## src/rtl/clc_pkg.sv

```systemverilog
package clc_pkg;

    localparam int CLC_LINES = 4;

    typedef enum logic [2:0] {
        MODE_AND_OR = 3'b000,
        MODE_OR_XOR = 3'b001,
        MODE_AND4   = 3'b010,
        MODE_SR     = 3'b011,
        MODE_DFF_SR = 3'b100,
        MODE_DFF_R  = 3'b101,
        MODE_JK     = 3'b110,
        MODE_TLAT   = 3'b111
    } clc_mode_t;

    typedef enum logic {
        ST_CLR = 1'b0,
        ST_SET = 1'b1
    } store_state_t;

    typedef enum logic {
        FLAG_IDLE = 1'b0,
        FLAG_PEND = 1'b1
    } flag_state_t;

endpackage

```

## src/rtl/clc_gate_bank.sv

```systemverilog
module clc_gate_bank #(
    parameter int N_IN    = 16,
    parameter int N_LINES = 4
) (
    input  logic [N_IN-1:0]         data_in,
    input  logic [N_LINES*N_IN-1:0] sel_true,
    input  logic [N_LINES*N_IN-1:0] sel_comp,
    input  logic [N_LINES-1:0]      line_inv,
    output logic [N_LINES-1:0]      lines
);

    generate
        for (genvar gi = 0; gi < N_LINES; gi++) begin : g_line
            logic hit_true;
            logic hit_comp;
            assign hit_true  = |(data_in & sel_true[gi*N_IN +: N_IN]);
            assign hit_comp  = |(~data_in & sel_comp[gi*N_IN +: N_IN]);
            assign lines[gi] = (hit_true | hit_comp) ^ line_inv[gi];
        end
    endgenerate

endmodule

```

## src/rtl/clc_func_unit.sv

```systemverilog
module clc_func_unit
    import clc_pkg::*;
(
    input  logic                 clk,
    input  logic                 rst_n,
    input  logic                 cell_en,
    input  clc_mode_t            mode,
    input  logic [CLC_LINES-1:0] lines,
    output logic                 func_out
);

    logic g1, g2, g3, g4;
    logic g1_prev;
    logic g1_rise;
    store_state_t st_q, st_d;

    assign g1 = lines[0];
    assign g2 = lines[1];
    assign g3 = lines[2];
    assign g4 = lines[3];

    assign g1_rise = g1 & ~g1_prev;

    // state register
    always_ff @(posedge clk or negedge rst_n) begin
        if (!rst_n) begin
            st_q    <= ST_CLR;
            g1_prev <= 1'b0;
        end else begin
            st_q    <= st_d;
            g1_prev <= g1;
        end
    end

    // next-state logic
    always_comb begin
        st_d = st_q;
        if (!cell_en) begin
            st_d = ST_CLR;
        end else begin
            unique case (mode)
                MODE_SR: begin
                    if (g3 | g4)      st_d = ST_CLR;
                    else if (g1 | g2) st_d = ST_SET;
                end
                MODE_DFF_SR: begin
                    if (g3)           st_d = ST_CLR;
                    else if (g4)      st_d = ST_SET;
                    else if (g1_rise) st_d = g2 ? ST_SET : ST_CLR;
                end
                MODE_DFF_R: begin
                    if (g3)           st_d = ST_CLR;
                    else if (g1_rise) st_d = (g2 | g4) ? ST_SET : ST_CLR;
                end
                MODE_JK: begin
                    if (g3) begin
                        st_d = ST_CLR;
                    end else if (g1_rise) begin
                        unique case ({g2, g4})
                            2'b10:   st_d = ST_SET;
                            2'b01:   st_d = ST_CLR;
                            2'b11:   st_d = (st_q == ST_SET) ? ST_CLR : ST_SET;
                            default: st_d = st_q;
                        endcase
                    end
                end
                MODE_TLAT: begin
                    if (g1)           st_d = ST_CLR;
                    else if (g4)      st_d = ST_SET;
                    else if (!g3)     st_d = g2 ? ST_SET : ST_CLR;
                end
                default: st_d = st_q;
            endcase
        end
    end

    // output logic
    always_comb begin
        unique case (mode)
            MODE_AND_OR: func_out = (g1 & g2) | (g3 & g4);
            MODE_OR_XOR: func_out = (g1 | g2) ^ (g3 | g4);
            MODE_AND4:   func_out = g1 & g2 & g3 & g4;
            default:     func_out = (st_q == ST_SET);
        endcase
    end

endmodule

```

## src/rtl/clc_irq_unit.sv

```systemverilog
module clc_irq_unit
    import clc_pkg::*;
(
    input  logic clk,
    input  logic rst_n,
    input  logic cell_out,
    input  logic pos_en,
    input  logic neg_en,
    input  logic clr,
    output logic sync_out,
    output logic flag
);

    logic        out_prev;
    logic        edge_hit;
    flag_state_t fl_q, fl_d;

    assign edge_hit = (pos_en & sync_out & ~out_prev) |
                      (neg_en & ~sync_out & out_prev);

    // state register
    always_ff @(posedge clk or negedge rst_n) begin
        if (!rst_n) begin
            sync_out <= 1'b0;
            out_prev <= 1'b0;
            fl_q     <= FLAG_IDLE;
        end else begin
            sync_out <= cell_out;
            out_prev <= sync_out;
            fl_q     <= fl_d;
        end
    end

    // next-state logic
    always_comb begin
        fl_d = fl_q;
        unique case (fl_q)
            FLAG_IDLE: if (edge_hit)         fl_d = FLAG_PEND;
            FLAG_PEND: if (clr && !edge_hit) fl_d = FLAG_IDLE;
            default:   fl_d = FLAG_IDLE;
        endcase
    end

    // output logic
    assign flag = (fl_q == FLAG_PEND);

endmodule

```

## src/rtl/cfg_logic_cell.sv

```systemverilog
module cfg_logic_cell
    import clc_pkg::*;
#(
    parameter int N_IN = 16,
    localparam int SEL_W = CLC_LINES * N_IN
) (
    input  logic                 clk,
    input  logic                 rst_n,
    input  logic [N_IN-1:0]      data_in,
    input  logic [SEL_W-1:0]     sel_true,
    input  logic [SEL_W-1:0]     sel_comp,
    input  logic [CLC_LINES-1:0] line_inv,
    input  logic [2:0]           mode,
    input  logic                 cell_en,
    input  logic                 out_pol,
    input  logic                 pin_oe,
    input  logic                 irq_pos_en,
    input  logic                 irq_neg_en,
    input  logic                 irq_clr,
    output logic                 periph_out,
    output logic                 pin_out,
    output logic                 irq_flag
);

    logic [CLC_LINES-1:0] lines;
    logic                 func_out;
    logic                 cell_out;
    logic                 sync_out;

    clc_gate_bank #(
        .N_IN    (N_IN),
        .N_LINES (CLC_LINES)
    ) u_gates (
        .data_in  (data_in),
        .sel_true (sel_true),
        .sel_comp (sel_comp),
        .line_inv (line_inv),
        .lines    (lines)
    );

    clc_func_unit u_func (
        .clk      (clk),
        .rst_n    (rst_n),
        .cell_en  (cell_en),
        .mode     (clc_mode_t'(mode)),
        .lines    (lines),
        .func_out (func_out)
    );

    assign cell_out = cell_en & (func_out ^ out_pol);

    clc_irq_unit u_irq (
        .clk      (clk),
        .rst_n    (rst_n),
        .cell_out (cell_out),
        .pos_en   (irq_pos_en),
        .neg_en   (irq_neg_en),
        .clr      (irq_clr),
        .sync_out (sync_out),
        .flag     (irq_flag)
    );

    assign periph_out = sync_out;
    assign pin_out    = sync_out & pin_oe;

endmodule

```

## config.mk

```make
export PLATFORM = sky130hd
export DESIGN_NAME = cfg_logic_cell
export DESIGN_NICKNAME = d
export VERILOG_FILES = /design/src/rtl/clc_pkg.sv /design/src/rtl/clc_gate_bank.sv /design/src/rtl/clc_func_unit.sv /design/src/rtl/clc_irq_unit.sv /design/src/rtl/cfg_logic_cell.sv
export SDC_FILE = /design/constraint.sdc
export NUM_CORES = 1
export LEC_CHECK = 0
export BUFFER_PORTS_ARGS = -buffer_cell sky130_fd_sc_hd__buf_2
export CORE_AREA = 2 2 64 66
export DETAILED_ROUTE_END_ITERATION = 12
export DIE_AREA = 0 0 66 68
export PLACE_DENSITY_LB_ADDON = 0.12
export SYNTH_ARGS = -nofsm -noshare
export SYNTH_HDL_FRONTEND = slang
export SYNTH_SLANG_ARGS = --single-unit
```

## constraint.sdc

```tcl
create_clock -name clk -period 3.65 [get_ports clk]
set_clock_uncertainty 0.05 [all_clocks]
set_input_delay 0.1825 -clock clk [delete_from_list [all_inputs] [get_ports clk]]
set_output_delay 0.1825 -clock clk [all_outputs]
set_load 0.05 [all_outputs]
```

### After elaboration in Yosys (flattened, before gate mapping)

Cells that the tools add are included.

* flip-flop bits (word level): 5
* input port bits: 159
* output and inout port bits: 3

* eq/ne operators: 17
* multiplexer cells: 22
* bitwise logic cells: 39
* reduce and logical (&&, ||, !) cells: 12

Operator list (count)
* $and A16 B16 Y16: 8
* $reduce_or A16 Y1: 8
* $mux W1: 18
* $not A16 Y16: 1
* $eq A3 B3 Y1 const B: 4
* $ne A4 B2 Y1 const B: 3
* $and A1 B1 Y1: 11
* $or A1 B1 Y1: 9
* $reduce_and A7 Y1: 1
* $eq A3 B2 Y1 const B: 2
* $ne A6 B1 Y1 const B: 1
* $ne A6 B2 Y1 const B: 1
* $pmux W1 S3: 2
* $xor A1 B1 Y1: 6
* $ne A5 B2 Y1 const B: 1
* $ne A5 B4 Y1 const B: 1
* $pmux W1 S5: 1
* $eq A2 B2 Y1 const B: 2
* $not A1 Y1: 4
* $eq A3 B1 Y1 const B: 1
* $logic_not A3 Y1: 1
* $eq A2 B1 Y1 const B: 1
* $pmux W1 S2: 1
* $logic_and A1 B1 Y1: 1
* $logic_not A1 Y1: 1

### Longest topological paths before layout

* depth after elaboration: 11
* depth in mapped cells: 12

### Modules after synthesis

A second synthesis with hierarchy kept.

* cells, all modules: 172
* area total of the unflattened synthesis: 1302.5 um2

By module, submodules not included
* clc_gate_bank: instances 1, cells each 130, area each 919.6 um2, sequential area each 0.0 um2
* clc_func_unit: instances 1, cells each 32, area each 256.5 um2, sequential area each 50.0 um2
* clc_irq_unit: instances 1, cells each 7, area each 105.1 um2, sequential area each 75.1 um2
* cfg_logic_cell: instances 1, cells each 3, area each 21.3 um2, sequential area each 0.0 um2

### Worst setup path after synthesis

Ideal clock, no wire load.

* kind: input-to-reg
* start point: input port data_in[12]
* end point: register u_func.st_q
* library setup time: 0.125 ns
* arrival time: 2.530 ns
* path slack: 0.945 ns
* cell stages on the path: 11
* path through: buf_6 -> a22o_1 -> a221oi_2 -> nand3_1 -> or4_4 -> xnor2_4 -> inv_4 -> ha_1 -> o211ai_1 -> a311oi_2 -> mux2_2

* longest elaborated chain between the ends: 11
* elaborated cells on any way between the ends: 55
* classes of those cells: 9 x eq/ne; 16 x mux; 21 x bitwise; 9 x reduce/logical

Ends and longest elaborated chain
* start, declared: line cfg_logic_cell.sv:9 `input logic [N_IN-1:0] data_in,`
* $not A16 Y16: line clc_gate_bank.sv:17 `assign hit_comp = |(~data_in & sel_comp[gi*N_IN +: N_IN]);`
* $and A16 B16 Y16: line clc_gate_bank.sv:17
* $reduce_or A16 Y1: line clc_gate_bank.sv:17
* $or A1 B1 Y1: line clc_gate_bank.sv:18 `assign lines[gi] = (hit_true | hit_comp) ^ line_inv[gi];`
* $xor A1 B1 Y1: line clc_gate_bank.sv:18
* $eq A2 B2 Y1, or another cell as far along: line clc_func_unit.sv:59 `unique case ({g2, g4})`
* $pmux W1 S3, or another cell as far along: line clc_func_unit.sv:59
* $mux W1 (on tied branches) (2 in series)
* $pmux W1 S5: line clc_func_unit.sv:41 `unique case (mode)`
* $mux W1: line clc_func_unit.sv:38 `if (!cell_en) begin`
* end signal, assigned: line clc_func_unit.sv:30 `st_q <= st_d;`
* end, declared: line clc_func_unit.sv:15 `store_state_t st_q, st_d;`

Several ways; a longest one is shown, not always the timed one. The select of a mux whose other input is x is not followed.
A chain may end at the register's enable or synchronous reset.

### Final worst setup path

* start point: input port data_in[5]
* end point: register u_func.st_q

* elaborated cells on any way between the ends: 55
* classes of those cells: 9 x eq/ne; 16 x mux; 21 x bitwise; 9 x reduce/logical

RTL lines
* $not A16 Y16: line clc_gate_bank.sv:17
* $and A16 B16 Y16: line clc_gate_bank.sv:17
* $reduce_or A16 Y1: line clc_gate_bank.sv:17
* $or A1 B1 Y1 *: line clc_gate_bank.sv:18
* $xor A1 B1 Y1 *: line clc_gate_bank.sv:18
* via lines[0]: line cfg_logic_cell.sv:25 `logic [CLC_LINES-1:0] lines;`
* $and A1 B1 Y1, or another cell as far along: line clc_func_unit.sv:22 `assign g1_rise = g1 & ~g1_prev;`
* $ne A5 B2 Y1 (no source line), or another cell as far along
* $reduce_and A7 Y1 (no source line) / $mux W1 (equally long branches)

The timed path passes the listed nets; every way through them passes the cells marked *. The select of a mux whose other input is x is not followed.

==> run_results.csv <==
group,metric,value,unit
route,vias,2063,
floorplan,io_pins,162,
cts,cts.repair.resized,0,
floorplan,die_w,66,um
place,hpwlAfterDp,5259,um
setup_path,reg2regPathDepth,5,
timing,setup_tns,0,ps
power,p_sw_share,36.54,%
cells_and_area,finalInstanceArea,0.002223,sq mm
run,maxCapViolCount,0,
synth,syn_nets,346,
setup_path,required,3710,ps
route,firstDrtPassIters,4,
setup_path,cp.arrival,2910,ps
synth,netlist_area,0.001326,sq mm
run_status,status,"finished clean",
setup_path,endpoint_kind,"flop",
floorplan,fp.coreArea,0.003856,sq mm
route,dr.first_iter.drc_count,74,
synth,synth_cell_type_count,46,
synth,synthXorXnorAreaFrac,5.283,%
floorplan,die_area,0.004488,sq mm
route,wire_per_inst,15.16,um
timing,fin_crit,2852,ps
cts,cts.htree.levels,1,
cts,clock_path_buffers,2,
floorplan,initial_core_util,34.39,%
timing,rsz0062_at_grt,"false",
place,gp_congestion,0.8951,
worst_hold_path,hp-class,"input pin to flop",
cells_and_area,antennaDiodeCount,0,
setup_path,reg2reg_slack,2190,ps
power,power_density,176.1,mW/mm^2
cts,cts_root_buf,"clkbuf_8",
power,ir_drop,75.78,uV
route,routed_via_density,5.196,
setup_path,startpoint_type,"input pin",
worst_hold_path,holdPathEnd,"u_irq.sync_out$_DFF_PN0_",
timing,layout_setup_ws,798.2,ps
setup_path,crit_type,"input pin to flop",
worst_hold_path,hold_depth,3,
route,post-route-drc-count,0,
power,p_clk_share,27.0,%
place,place_ws,550.9,ps
synth,synth.avg_cell_area,7.130,sq um
synth,synthSimpleGateAreaFrac,24.53,%
cts,cts.sinks,5,
route,wirelength,6019,um
place,post_dp_cell_area,0.002167,sq mm
cells_and_area,drive_gt1_share,50.72,%
cells_and_area,syn2layout_area_growth,67.64,%
grt,grt-ovfl-total,0,
grt,grt_pass1_vias,1990,
timing,drv_slew,0,
timing,slew_headroom,48.87,%
synth,ys_warn_count,0,
worst_hold_path,hold_path_startpoint,"out_pol",
power,pwr-share-comb,56.4,%
synth,yosys-mux-area-fraction,13.77,%
synth,synth_top_family_by_area,"compound AO/OA/AOI/OAI gates",
synth,synth_fa_ha_area_share,1.698,%
cells_and_area,instances_no_fill,397,
power,power.internal,0.2485,mW
setup_path,r2r_start,"u_func.g1_prev$_DFF_PN0_",
synth,synth_cells,186,
cts,cts_tree,"yes",
synth,synth-seq-cells,5,
cts,clk_pin_slew,40,ps
timing,tightest_slew,747.6,ps
place,dp.cells,392,
cts,post_cts_buffers,0,
place,portBuffers,161,
setup_path,worst-path-max-fanout,6,
floorplan,fp.dieH,68,um
synth,ys_seq_area_share,9.434,%
power,power_frac_seq,16.6,%
cts,hold_buffers,1,
synth,synthArstFlopShare,100.0,%
cts,numCtsBuffers,3,
synth,synth_compound_area_share,34.25,%
power,p_leak,1.242,nW
timing,clock.fmax,350.7,MHz
grt,grt_max_degree,9,
cts,clk_latency,230,ps
route,drtAntennaViolNets,0,
setup_path,rr_endpoint,"u_func.st_q$_DFFE_PN0P_",
synth,synth_edf_count,0,
floorplan,num_rows,23,
timing,post-route-period-util,78.13,%
timing,setup_viol,0,
grt,grtUsageTotal,26.44,%
synth,synthFlopType,"dfrtp_1",
power,power_switching,0.1431,mW
cells_and_area,fin_nets,508,
grt,grt_antenna_before_repair,0,
timing,hold_viol,0,
grt,grt_pass1_wl,8990,um
==> logic make-up after synthesis <==
group	count (synthesis)
AO/OA/AOI/OAI	59
multiplexers	18
AND/OR/NAND/NOR	61
buffers and inverters	36
adder cells (fa/ha/maj)	2
flip-flops	5
XOR/XNOR	5
==> registers in the layout, indices dropped and copies added, names as in the netlist <==
signal,count
u_irq.sync_out,1
u_irq.out_prev,1
u_func.g1_prev,1
u_irq.flag,1
u_func.st_q,1
==> cell type report <==
type	count	area, sq um
clock buffer	3	41.29
clock inverter	1	5.005
fill	432	1633
inverter	31	118.9
multi-input combinational	145	1055
sequential	5	125.1
tap	50	62.56
timing repair buffer	162	815.8
==> how the worst max path moves through the flow <==
stage          slack, ps                       to  depth (start not counted)   startpoint
2_1_floorplan        950  u_func.st_q$_DFFE_PN0P_                         11  data_in[12]
3_3_place_gp         590  u_func.st_q$_DFFE_PN0P_                         11   data_in[5]
3_5_place_dp         550  u_func.st_q$_DFFE_PN0P_                         11   data_in[5]
4_1_cts              770  u_func.st_q$_DFFE_PN0P_                         11   data_in[5]
5_1_grt              550  u_func.st_q$_DFFE_PN0P_                         11   data_in[5]
6_report             800  u_func.st_q$_DFFE_PN0P_                         11   data_in[5]
==> synthesized netlist by cell type, types with 2 or more instances <==
library cell | n | area (sq um)
a2111oi_0 | 3 | 26.28
a211oi_1 | 3 | 22.52
a21oi_1 | 5 | 25.02
a221oi_1 | 6 | 52.55
a22o_1 | 4 | 35.03
a22oi_1 | 7 | 52.55
clkbuf_1 | 3 | 11.26
dfrtp_1 | 5 | 125.1
inv_1 | 30 | 112.6
mux2_2 | 2 | 22.52
mux2i_1 | 16 | 160.2
nand2_1 | 19 | 71.32
nand2b_1 | 8 | 50.05
nand3_1 | 8 | 40.04
nand4_1 | 6 | 37.54
nor2_1 | 2 | 7.510
nor2b_1 | 10 | 62.56
nor3_1 | 2 | 10.01
nor4_1 | 2 | 12.51
o2111ai_1 | 3 | 26.28
o211ai_1 | 3 | 22.52
o21ai_0 | 8 | 40.04
o221ai_1 | 3 | 26.28
o22ai_1 | 5 | 31.28
xnor2_1 | 2 | 17.52
==> cell usage in the layout (no fill, tap or decap), drive strengths merged, types with 4 or more instances in the layout <==
| master | n |
|---|---|
| a221oi | 7 |
| buf | 161 |
| dfrtp | 5 |
| a2111oi | 4 |
| nand2b | 8 |
| mux2i | 16 |
| a22oi | 7 |
| nand4 | 6 |
| nand2 | 19 |
| a21oi | 5 |
| nand3 | 8 |
| nor2b | 10 |
| o21ai | 9 |
| a22o | 5 |
| inv | 31 |
| o22ai | 5 |
==> layer usage <==
metal | wire (um) | vias to the layer above | track usage (%) | part of all wire (%)
met2 | 3120 | 103 | 52.02 | 52
met1 | 2232 | 927 | 27.92 | 37
met4 | 150 | 0 | 10.46 | 2.5
li1 | - | 1020 | - | -
met3 | 515 | 13 | 4.441 | 8.6
met5 | 0 | - | 0 | 0
==> through the flow <==
stage	power (mW)	utilization (%)	hold slack (ps)
3_3_place_gp	0.2831	56.20	-46.44
4_1_cts	0.3949	57.66	163.2
2_1_floorplan	0.1657	-	-163.1
5_1_grt	0.4208	57.66	170.6
3_5_place_dp	0.2857	56.20	-46.80
6_report	0.3916	57.66	163.4
==> power groups by stage <==
stage	Sequential [mW]	Combinational, mW	Clock (mW)
after floorplan	0.0752	0.0905	0
after global placement	0.0655	0.218	0
after detailed placement	0.0658	0.220	0
after CTS	0.0651	0.222	0.108
after global routing	0.0656	0.243	0.112
final	0.0652	0.221	0.106
==> critical path, stage by stage <==
cell,delay (ps)
buf_2,160
a22oi_1,190
o221ai_1,120
a2111oi_0,670
nand4_1,200
xnor2_1,280
inv_1,150
a22oi_1,180
o211ai_1,140
a311oi_2,270
mux2_2,350
Power figures use the tool's default switching activity.
